### config.mk
export PLATFORM = sky130hd
export DESIGN_NAME = hyst_restart_sup
export DESIGN_NICKNAME = d
export VERILOG_FILES = /design/src/rtl/hrs_pkg.sv /design/src/rtl/hrs_fault_latch.sv /design/src/rtl/hrs_skip_counter.sv /design/src/rtl/hrs_fsm.sv /design/src/rtl/hyst_restart_sup.sv
export SDC_FILE = /design/constraint.sdc
export NUM_CORES = 1
export LEC_CHECK = 0
export ABC_CLOCK_PERIOD_IN_PS = 4200
export BUFFER_PORTS_ARGS = -buffer_cell sky130_fd_sc_hd__buf_2
export CELL_PAD_IN_SITES_DETAIL_PLACEMENT = 1
export CELL_PAD_IN_SITES_GLOBAL_PLACEMENT = 1
export CORE_AREA = 2 2 39 41
export CTS_CLUSTER_DIAMETER = 150
export DETAILED_ROUTE_END_ITERATION = 8
export DIE_AREA = 0 0 41 43
export PLACE_DENSITY_LB_ADDON = 0.1
export SLEW_MARGIN = 0
export SYNTH_ARGS = -nofsm -noshare
export SYNTH_HDL_FRONTEND = slang
export SYNTH_SLANG_ARGS = --single-unit
### constraint.sdc
create_clock -name clk -period 4.2 [get_ports clk]
set_clock_uncertainty 0.15 [all_clocks]
set_input_delay 0.42 -clock clk [delete_from_list [all_inputs] [get_ports clk]]
set_output_delay 0.42 -clock clk [all_outputs]
set_load 0.01 [all_outputs]
### src/rtl/hrs_pkg.sv
package hrs_pkg;

    typedef enum logic [2:0] {
        ST_RESET        = 3'd0,
        ST_STARTUP      = 3'd1,
        ST_NORMAL       = 3'd2,
        ST_AR_DISCHARGE = 3'd3,
        ST_AR_CHARGE    = 3'd4,
        ST_LATCHED      = 3'd5
    } sup_state_e;

    localparam int unsigned FAULT_OV   = 0;
    localparam int unsigned FAULT_OT   = 1;
    localparam int unsigned NUM_FAULTS = 2;

    typedef struct packed {
        logic rail_hi;
        logic rail_lo;
        logic reg_lost;
    } rail_flags_t;

    typedef struct packed {
        logic bias_en;
        logic sw_en;
    } drive_t;

    function automatic int unsigned cnt_width(input int unsigned n);
        return (n > 1) ? $clog2(n) : 1;
    endfunction

    function automatic drive_t decode_drive(input sup_state_e st, input logic lat_chg);
        drive_t d;
        d.sw_en   = (st == ST_NORMAL);
        d.bias_en = (st == ST_STARTUP) || (st == ST_AR_CHARGE) ||
                    ((st == ST_LATCHED) && lat_chg);
        return d;
    endfunction

endpackage

### src/rtl/hrs_fault_latch.sv
module hrs_fault_latch #(
    parameter int unsigned N = 2
) (
    input  logic         clk,
    input  logic         rst,
    input  logic         clr,
    input  logic [N-1:0] set,
    output logic [N-1:0] q,
    output logic         any_o
);
    logic [N-1:0] live;

    for (genvar i = 0; i < N; i++) begin : g_latch
        always_ff @(posedge clk) begin
            if (rst || clr) begin
                q[i] <= 1'b0;
            end else if (set[i]) begin
                q[i] <= 1'b1;
            end
        end
        assign live[i] = q[i] || (set[i] && !clr);
    end

    assign any_o = |live;
endmodule

### src/rtl/hrs_skip_counter.sv
module hrs_skip_counter #(
    parameter int unsigned SKIP_CYCLES = 8,
    localparam int unsigned CW = hrs_pkg::cnt_width(SKIP_CYCLES)
) (
    input  logic          clk,
    input  logic          rst,
    input  logic          clear,
    input  logic          inc,
    output logic [CW-1:0] cnt,
    output logic          last
);
    always_ff @(posedge clk) begin
        if (rst || clear) begin
            cnt <= '0;
        end else if (inc && !last) begin
            cnt <= cnt + 1'b1;
        end
    end

    assign last = (cnt == CW'(SKIP_CYCLES - 1));
endmodule

### src/rtl/hrs_fsm.sv
module hrs_fsm
    import hrs_pkg::*;
(
    input  logic        clk,
    input  logic        rst,
    input  logic        por,
    input  rail_flags_t flags,
    input  logic        fault_any,
    input  logic        skip_last,
    output sup_state_e  state_q,
    output logic        lat_chg_q,
    output logic        cnt_inc,
    output logic        cnt_clear
);
    sup_state_e state_d;
    logic       lat_chg_d;

    always_comb begin
        state_d = state_q;
        if (por) begin
            state_d = ST_RESET;
        end else if (fault_any) begin
            state_d = ST_LATCHED;
        end else begin
            case (state_q)
                ST_RESET:        state_d = ST_STARTUP;
                ST_STARTUP:      if (flags.rail_hi) state_d = ST_NORMAL;
                ST_NORMAL: begin
                    if (flags.rail_lo)       state_d = ST_AR_CHARGE;
                    else if (flags.reg_lost) state_d = ST_AR_DISCHARGE;
                end
                ST_AR_DISCHARGE: if (flags.rail_lo) state_d = ST_AR_CHARGE;
                ST_AR_CHARGE: begin
                    if (flags.rail_hi) state_d = skip_last ? ST_NORMAL : ST_AR_DISCHARGE;
                end
                ST_LATCHED:      state_d = ST_LATCHED;
                default:         state_d = ST_RESET;
            endcase
        end
    end

    always_comb begin
        lat_chg_d = 1'b0;
        if ((state_q == ST_LATCHED) && (state_d == ST_LATCHED)) begin
            if (flags.rail_hi)      lat_chg_d = 1'b0;
            else if (flags.rail_lo) lat_chg_d = 1'b1;
            else                    lat_chg_d = lat_chg_q;
        end
    end

    assign cnt_inc   = (state_q == ST_AR_CHARGE) && flags.rail_hi && !por && !fault_any;
    assign cnt_clear = por || (state_q == ST_NORMAL) || (state_q == ST_RESET) ||
                       (state_q == ST_STARTUP) || (state_q == ST_LATCHED);

    always_ff @(posedge clk) begin
        if (rst) begin
            state_q   <= ST_RESET;
            lat_chg_q <= 1'b0;
        end else begin
            state_q   <= state_d;
            lat_chg_q <= lat_chg_d;
        end
    end
endmodule

### src/rtl/hyst_restart_sup.sv
module hyst_restart_sup
    import hrs_pkg::*;
#(
    parameter int unsigned SKIP_CYCLES = 8
) (
    input  logic clk,
    input  logic rst,
    input  logic por,
    input  logic rail_hi,
    input  logic rail_lo,
    input  logic ov_pulse,
    input  logic ot_flag,
    input  logic reg_lost,
    output logic bias_en,
    output logic sw_en
);
    localparam int unsigned CW = cnt_width(SKIP_CYCLES);

    rail_flags_t           flags;
    logic [NUM_FAULTS-1:0] fault_set;
    logic [NUM_FAULTS-1:0] fault_q;
    logic                  fault_any;
    logic [CW-1:0]         skip_cnt;
    logic                  skip_last;
    logic                  cnt_inc;
    logic                  cnt_clear;
    sup_state_e            state_q;
    logic                  lat_chg_q;
    drive_t                drv;

    assign flags.rail_hi  = rail_hi;
    assign flags.rail_lo  = rail_lo;
    assign flags.reg_lost = reg_lost;

    assign fault_set[FAULT_OV] = ov_pulse;
    assign fault_set[FAULT_OT] = ot_flag;

    hrs_fault_latch #(.N(NUM_FAULTS)) u_fault (
        .clk   (clk),
        .rst   (rst),
        .clr   (por),
        .set   (fault_set),
        .q     (fault_q),
        .any_o (fault_any)
    );

    hrs_skip_counter #(.SKIP_CYCLES(SKIP_CYCLES)) u_skip (
        .clk   (clk),
        .rst   (rst),
        .clear (cnt_clear),
        .inc   (cnt_inc),
        .cnt   (skip_cnt),
        .last  (skip_last)
    );

    hrs_fsm u_fsm (
        .clk       (clk),
        .rst       (rst),
        .por       (por),
        .flags     (flags),
        .fault_any (fault_any),
        .skip_last (skip_last),
        .state_q   (state_q),
        .lat_chg_q (lat_chg_q),
        .cnt_inc   (cnt_inc),
        .cnt_clear (cnt_clear)
    );

    assign drv     = decode_drive(state_q, lat_chg_q);
    assign bias_en = drv.bias_en;
    assign sw_en   = drv.sw_en;
endmodule

==> flow_summary.toml, run 1 <==
[route]
route.detailed.drc = 0
wl_met3_um = 42
first_pass_iters = 3
route.antenna.remaining_nets = 0
wl_per_cell_um = 13.1
vias = 425
highest_layer = "met3"
vias_per_cell = 5.18
drt_iter0_drc = 2
drt_wl_total_mm = 1.08
wl_met1_um = 509
route.met2.wl_um = 526

[worst_hold_path]
hold_class = "in2reg"

[synthesis]
yosys-top-cells-area = "dfxtp_1 36%, nor2_1 6.8%, ha_1 5.1%"
synthCells = 54
ys_seq_area_share_pct = 36.4
avgSynthCellArea_um2 = 9.18
synthesis.area_um2 = 495
synth_cell_types = 26
yosysWarnings = 0
synth-seq-cells = 9
synth_top_area_share_pct = 36.4
syn_nets = 64
synth_top_cell_by_area = "dfxtp_1"

[final_layout]
nets = 77
fin_area_um2 = 576
final_core_util_pct = 41.6
synthToLayoutAreaGrowth_pct = 16.2
diodes = 0
fin_cells = 82
most-common-layout-cells = "9 x nor2_1, 9 x buf_2, 9 x dfxtp_1"
drive_gt1_share_pct = 22.7

[sta]
period_share_pct = 42.4
hold_slack_ns = 0.202
tns_ns = 0
slew-limit-headroom_pct = 74.6
rsz0062_at_grt = "false"
fmax_ghz = 0.562
hold_violations = 0
setup_viol = 0
worstMarginPinSlew_ns = 0.377
fin_crit_ns = 1.78
finalMaxSlewViolations = 0

[critical_path]
r2r-end = "u_skip.cnt[1]$_SDFFE_PP0P_"
r2r_cells = 6
crit_path_start = "u_fsm.state_q[0]$_SDFF_PP0_"
crit_type = "reg2out"
required_ns = 3.63
critPathMaxFanout = 10
cp-start-kind = "flip-flop"
critPathCaptureType = "primary output"
r2r-start = "u_skip.cnt[0]$_SDFFE_PP0P_"
worstPathArrival_ns = 1.21
reg2reg_slack_ns = 2.51
crit_end = "bias_en"

[power]
p_seq_share_pct = 50.6
p_sw_mw = 0.0451
ir_worst_vdd_v = 0.000178
pwr-share-clk_pct = 36.4
p_leak_nw = 0.268
combPwrFrac_pct = 13.0
intPower_mw = 0.135
netSwitchingFraction_pct = 25.0
power_density_nw_per_um2 = 313

[outcome]
outcome = "finished, final reports clean"

[placed_design]
place_hpwl_um = 877
placed_cell_area_um2 = 549
dpl.cell_count = 78
gp_congestion = 0.703
io_buffer_count = 9

[clocking]
cts_tree = "built"
postCtsHoldBufs = 0
cts_buffers = 3
insertion_delay_ns = 0.26
cts_buffer_depth = 2
h-tree-depth = 1
cts_sinks = 9
post-cts-setup-buffers = 0
cts_resized = 0
cts-root-buf = "clkbuf_4"
clk_pin_slew_ns = 0.06

[die]
dieArea_um2 = 1760
ios = 10
start_util_pct = 35.8
die_height_um = 43
num_rows = 14
core_region_area_um2 = 1380
die_x_um = 41

[run]
cap_violations = 0

[global_route]
grt_usage_pct = 16.2
gr-total-overflow = 0
grt_max_degree = 11
grt_pass1_vias = 439
grt_pass1_wl_mm = 1.90
antenna_found_initial = 0
-- sequential cells by signal (all words and copies together) (netlist names) --
name,cells
u_fsm.state_q,3
u_fsm.lat_chg_q,1
u_fault.q,2
u_skip.cnt,3
-- final cells by class --
type | instances | area (µm²)
Tap cell | 16 | 20.0
Timing Repair Buffer | 9 | 45.0
Clock buffer | 4 | 26.3
Sequential cell | 9 | 180
Multi-Input combinational cell | 42 | 297
Fill cell | 182 | 808
Inverter | 2 | 7.51
-- power by group through the flow --
| stage | clock network (mW) | registers, mW | logic, mW |
|---|---|---|---|
| 6_report | 0.0656 | 0.0913 | 0.0234 |
| 5_1_grt | 0.0728 | 0.0919 | 0.0265 |
| 3_5_place_dp | 0 | 0.0934 | 0.0234 |
| 4_1_cts | 0.0697 | 0.0914 | 0.0237 |
| 3_3_place_gp | 0 | 0.0934 | 0.0236 |
| 2_1_floorplan | 0 | 0.0910 | 0.0174 |
-- logic make-up (layout without fill, tap and decap cells) --
kind of cell	count (synthesis)	in the layout	share of synthesized area, %
DFF	9	9	36.4
AOI/OAI and AO/OA	12	12	18.7
muxes	2	2	4.04
and+or+nand+nor	25	25	30.3
adders and majority gates	2	2	5.05
xor gates and xnor gates	1	1	1.77
buffers and inverters	3	15	3.79
-- cell usage after synthesis --
master and n:
and2_1 1, and2b_1 1, buf_6 1, dfxtp_1 9
ha_1 2, inv_1 2, mux2i_1 2, nand2_1 4
nand2b_1 2, nand4_2 1, nor2_1 9, nor2b_1 2
nor3_1 2, nor3_2 1, nor4_1 1, nor4b_4 1
o2111a_1 1, o2111ai_1 1, o21a_1 3, o21ai_0 2
o21ai_1 1, o21bai_1 1, o311a_1 1, o31ai_1 1
o32a_1 1, xor2_1 1
-- worst min-delay path by stage --
stage / slack, ns / to / depth (start not counted) / startpoint
after floorplan: 0.29 / u_fault.q[0]$_SDFFE_PP0P_ / 1 / u_fault.q[0]$_SDFFE_PP0P_
after global placement: 0.30 / u_fault.q[1]$_SDFFE_PP0P_ / 1 / u_fault.q[1]$_SDFFE_PP0P_
after detailed placement: 0.31 / u_fault.q[1]$_SDFFE_PP0P_ / 1 / u_fault.q[1]$_SDFFE_PP0P_
after CTS: 0.19 / u_fsm.state_q[2]$_SDFF_PP0_ / 2 / rst
after global routing: 0.20 / u_fsm.state_q[2]$_SDFF_PP0_ / 2 / rst
final: 0.20 / u_fsm.state_q[2]$_SDFF_PP0_ / 2 / rst
-- per-layer routing --
| layer | vias up | GRT usage (%) |
|---|---|---|
| met3 | 0 | 6.28 |
| met2 | 6 | 24.7 |
| met4 | 0 | 6.00 |
| met1 | 200 | 19.7 |
| li1 | 219 | - |
| met5 | - | 0 |
-- through the flow --
| step | power [mW] | setup WS, ns |
|---|---|---|
| after floorplan | 0.108 | 2.63 |
| final | 0.180 | 2.42 |
| after global placement | 0.117 | 2.57 |
| after CTS | 0.185 | 2.40 |
| after global routing | 0.191 | 2.26 |
| after detailed placement | 0.117 | 2.50 |
-- critical path, cell delays in order (launching register included) --
cell and delay [ns]:
dfxtp_1 0.55, nand2_1 0.09, nor2_1 0.11, nor3_1 0.06
buf_2 0.15
Note: power is estimated with default switching activity, not from simulation.
==> run 2, diff against run 1 <==
Settings changed: ABC_CLOCK_PERIOD_IN_PS 4200 to 1750, CORE_AREA 2 2 39 41 to not set, CORE_MARGIN set to 2, CORE_UTILIZATION set to 37, DIE_AREA 0 0 41 43 to not set.
Clock period 4.2 ns to 1.75 ns, I/O delays scaled along.
==> run 2 against run 1 <==
  * Non-clock buffer count rose by 4
  * Final cell count rose by 3.7%
  * Clock power rose to 2.7 times the previous value
  * Sequential share of layout area fell by 2.0 points
  * Setup slack got worse by 2.3 ns
  * Flip-flop and latch count did not move
  * Critical path depth rose by 2
  * Hold slack got worse by 0.20 ns
  * Via count rose by 3.8%
  * Design area rose by 7.0%
  * Routed wire length rose by 11%
  * Largest power group unchanged
==> flow_summary.toml, run 2 (synthesized netlist as in run 1, its figures left out) <==
[route]
drt_iter0_drc = 10
route.detailed.drc = 0
route.antenna.remaining_nets = 0
vias_per_cell = 5.19
vias = 441
first_pass_iters = 4
drt_wl_total_mm = 1.20
wl_per_cell_um = 14.1

[sta]
fmax_ghz = 0.610
slew-limit-headroom_pct = 75.3
hold_violations = 0
worstMarginPinSlew_ns = 0.367
setup_viol = 0
rsz0062_at_grt = "false"
finalMaxSlewViolations = 0
tns_ns = 0
period_share_pct = 93.8
fin_crit_ns = 1.64

[global_route]
gr-total-overflow = 0
grt_pass1_vias = 417
grt_pass1_wl_mm = 1.93
grt_usage_pct = 19.3
antenna_found_initial = 0
grt_max_degree = 11

[critical_path]
crit_family = "simple AND/OR/NAND/NOR gates"
r2r-start = "u_skip.cnt[0]$_SDFFE_PP0P_"
cpMaxStageDelayCell = "dfxtp_1"
critPathBufInv = 0
crit_path_max_incr_delay_ns = 0.32
worstPathArrival_ns = 1.64
required_ns = 1.75
critPathCaptureType = "flip-flop"
crit_type = "reg2reg"
cp-start-kind = "flip-flop"
crit_path_start = "u_skip.cnt[0]$_SDFFE_PP0P_"
path_cells = "ha_1, ha_2, nor4b_4, nand4_2, mux2i_1, nor2_1"
critPathMaxFanout = 3

[final_layout]
drive_gt1_share_pct = 25.7
synthToLayoutAreaGrowth_pct = 24.2
nFillCells = 157
fin_cells = 85
diodes = 0
multi_input_area_um2 = 299
layout.area.seq_um2 = 180
fin_area_um2 = 616
top_regs = "u_fsm.state_q x3, u_skip.cnt x3, u_fault.q x2"
most-common-layout-cells = "9 x nor2_1, 9 x buf_2, 9 x dfxtp_1"
nets = 81

[clocking]
cts_sinks = 9
h-tree-depth = 1
cts_buffer_depth = 2
cts_tree = "built"
cts_buffers = 3
clk_pin_slew_ns = 0.07
insertion_delay_ns = 0.27
cts-root-buf = "clkbuf_4"
post-cts-setup-buffers = 0

[die]
start_util_pct = 39.1
die_height_um = 40.6
die_x_um = 40.6
core_region_area_um2 = 1270
num_rows = 13
ios = 10
dieArea_um2 = 1650

[run]
cap_violations = 0

[power]
power_density_nw_per_um2 = 745
p_leak_nw = 0.285
ir_worst_vdd_v = 0.000386

[placed_design]
io_buffer_count = 9
gp_congestion = 0.680
dpl.cell_count = 78
placed_cell_area_um2 = 556
place_hpwl_um = 912

[outcome]
outcome = "finished, final reports clean"

[worst_hold_path]
hold_class = "in2reg"
worstHoldStart = "por"
## run 2: cell count changes in the layout (fill, tap and decap cells not counted)
cell           change
clkinv_2           +1
ha_1               -1
buf_4              +1
clkbuf_1           -1
ha_2               +1
dlygate4sd3_1      +3
## run 2: area by class of cell
| type | count | area share, % |
|---|---|---|
| Clock inverter | 1 | 0.813 |
| Sequential cell | 9 | 29.3 |
| Inverter | 2 | 1.22 |
| Tap cell | 15 | 3.05 |
| Clock buffer | 3 | 3.66 |
| Multi-Input combinational cell | 42 | 48.6 |
| Timing Repair Buffer | 13 | 13.4 |
## run 2: where the power goes
group          internal (mW)  switching [mW]  total (mW)  leakage (nW)
logic                 0.0324          0.0316      0.0639         0.194
clock network         0.0848          0.0915       0.176        0.0177
registers              0.210         0.00860       0.219        0.0733
## run 2: repair_timing
item / CTS / global route
hold buffers: 3 / 0
resized for setup: 0 / 1
endpoints found under the setup margin: 0 / 2
hold endpoints to repair: 4 / 0
## run 2: final timing paths
path,to,slack [ns],depth (start not counted)
max,u_skip.cnt[2]$_SDFFE_PP0P_,0.11,6
min reg2reg,u_fault.q[0]$_SDFFE_PP0P_,0.33,1
min,u_fsm.state_q[2]$_SDFF_PP0_,0.001,2
max reg2reg,u_skip.cnt[2]$_SDFFE_PP0P_,0.11,6
## run 2: layer usage
metal	track usage [%]	vias up	wire length [µm]
met2	30.6	9	550
met3	5.00	2	40
met5	0	-	0
li1	-	229	-
met4	12.5	0	19
met1	22.7	201	588
## run 2: through the flow
stage / hold slack [ns] / total power, mW / util [%] / setup slack, ns
after detailed placement: 0.234 / 0.283 / 43.8 / 0.0708
after global placement: 0.221 / 0.282 / 43.8 / 0.120
final: 0.00137 / 0.459 / 48.5 / 0.109
after floorplan: 0.102 / 0.260 / - / 0.181
after global routing: 0.00893 / 0.483 / 48.5 / 0.0205
after CTS: 0.00678 / 0.461 / 48.3 / 0.0628
==> run 3, diff against run 2 <==
Settings changed: CORE_UTILIZATION 37 to 35.
==> run 3 against run 2 <==
  * Clock power fell by 10%
  * Total power fell by 4.0%
  * Critical path type unchanged
  * Via count fell by 1.8%
  * Highest routed layer is now met3
==> flow_summary.toml, run 3 (synthesized netlist as in run 1, its figures left out) <==
[outcome]
outcome = "finished, final reports clean"

[clocking]
cts_sinks = 9
clk_pin_slew_ns = 0.06
h-tree-depth = 1
post-cts-setup-buffers = 0
cts_tree = "built"
cts_buffers = 3
insertion_delay_ns = 0.25
cts-root-buf = "clkbuf_4"
cts_buffer_depth = 2

[global_route]
antenna_found_initial = 0
grt_usage_pct = 13.6
gr-total-overflow = 0
grt_pass1_wl_mm = 1.90
grt_max_degree = 11
grt_pass1_vias = 445

[critical_path]
cp.depth = 6
crit_top_cell = "ha_4"
crit_path_start = "u_skip.cnt[0]$_SDFFE_PP0P_"
cpMaxStageDelayCell = "dfxtp_2"
r2r_cells = 6
crit_type = "reg2reg"
path_cells = "ha_4, ha_4, nor4b_4, nand4_2, xor2_1, nor2_1"
crit_end = "u_skip.cnt[0]$_SDFFE_PP0P_"
reg2reg_slack_ns = 0.1
cp-start-kind = "flip-flop"
critPathMaxFanout = 3
worstPathArrival_ns = 1.63
r2r-start = "u_skip.cnt[0]$_SDFFE_PP0P_"
crit_path_max_incr_delay_ns = 0.34
required_ns = 1.73
crit_family = "simple AND/OR/NAND/NOR gates"
r2r-end = "u_skip.cnt[0]$_SDFFE_PP0P_"
critPathBufInv = 0
critPathCaptureType = "flip-flop"

[final_layout]
final_core_util_pct = 48.4
top_regs = "u_fsm.state_q x3, u_skip.cnt x3, u_fault.q x2"
drive_gt1_share_pct = 27.1
most-common-layout-cells = "9 x nor2_1, 9 x buf_2, 8 x dfxtp_1"
synthToLayoutAreaGrowth_pct = 28.8
diodes = 0
fin_area_um2 = 638
nets = 81

[route]
route.detailed.drc = 0
vias = 433
first_pass_iters = 2
route.antenna.remaining_nets = 0
wl_per_cell_um = 12.6
drt_iter0_drc = 5
vias_per_cell = 5.09
drt_wl_total_mm = 1.07

[die]
dieArea_um2 = 1730
core_region_area_um2 = 1320
die_height_um = 41.6
start_util_pct = 37.6
num_rows = 13
ios = 10
die_x_um = 41.6

[worst_hold_path]
hold_class = "in2reg"

[sta]
finalMaxSlewViolations = 0
worstMarginPinSlew_ns = 0.385
tns_ns = 0
hold_violations = 0
setup_viol = 0
slew-limit-headroom_pct = 74.3
rsz0062_at_grt = "true"
period_share_pct = 94.3
fin_crit_ns = 1.65
hold_slack_ns = 0.0381
fmax_ghz = 0.606

[placed_design]
place_hpwl_um = 805
io_buffer_count = 9
placed_cell_area_um2 = 556
gp_congestion = 0.724

[power]
p_leak_nw = 0.278
power_mw = 0.441
ir_worst_vdd_v = 0.000374
power_density_nw_per_um2 = 690

[run]
cap_violations = 0
## run 3: routing by layer
metal / track usage [%] / part of all wire [%] / vias to the layer above
li1: - / - / 226
met1: 19.5 / 54 / 200
met4: 5.81 / 0 / 0
met3: 1.30 / 3.6 / 0
met5: 0 / 0 / -
met2: 20.6 / 42 / 7
## run 3: area by class of cell
cell class | count | area, µm²
Clock buffer | 4 | 26.3
Fill cell | 155 | 679
Inverter | 2 | 7.51
Multi-Input combinational cell | 42 | 322
Sequential cell | 9 | 181
Tap cell | 15 | 18.8
Timing Repair Buffer | 13 | 82.6
## run 3: through the flow
| stage | instances | worst slack [ns] |
|---|---|---|
| 4_1_cts | 85 | 0.0578 |
| 2_1_floorplan | 54 | 0.181 |
| 3_5_place_dp | 78 | 0.0897 |
| 3_3_place_gp | 78 | 0.120 |
| 6_report | 85 | 0.0997 |
| 5_1_grt | 85 | -0.0144 |
## run 3: power breakdown
group | total, mW | switching [mW] | internal, mW
combinational | 0.0632 | 0.0312 | 0.0321
sequential | 0.219 | 0.00877 | 0.210
clock | 0.158 | 0.0705 | 0.0878
## run 3: timing repair
action,CTS,global route
endpoints found under the hold margin,4,0
setup endpoints to repair,0,3
resized for setup,0,5
hold buffers,3,0
## run 3: worst min-delay path by stage
stage / start / to / cells after the start
floorplan: rst / u_fsm.state_q[2]$_SDFF_PP0_ / 1
global placement: rst / u_fsm.state_q[2]$_SDFF_PP0_ / 2
detailed placement: rst / u_fsm.state_q[2]$_SDFF_PP0_ / 2
CTS: por / u_fsm.state_q[2]$_SDFF_PP0_ / 2
global route: por / u_fsm.state_q[2]$_SDFF_PP0_ / 2
finish: por / u_fsm.state_q[2]$_SDFF_PP0_ / 2
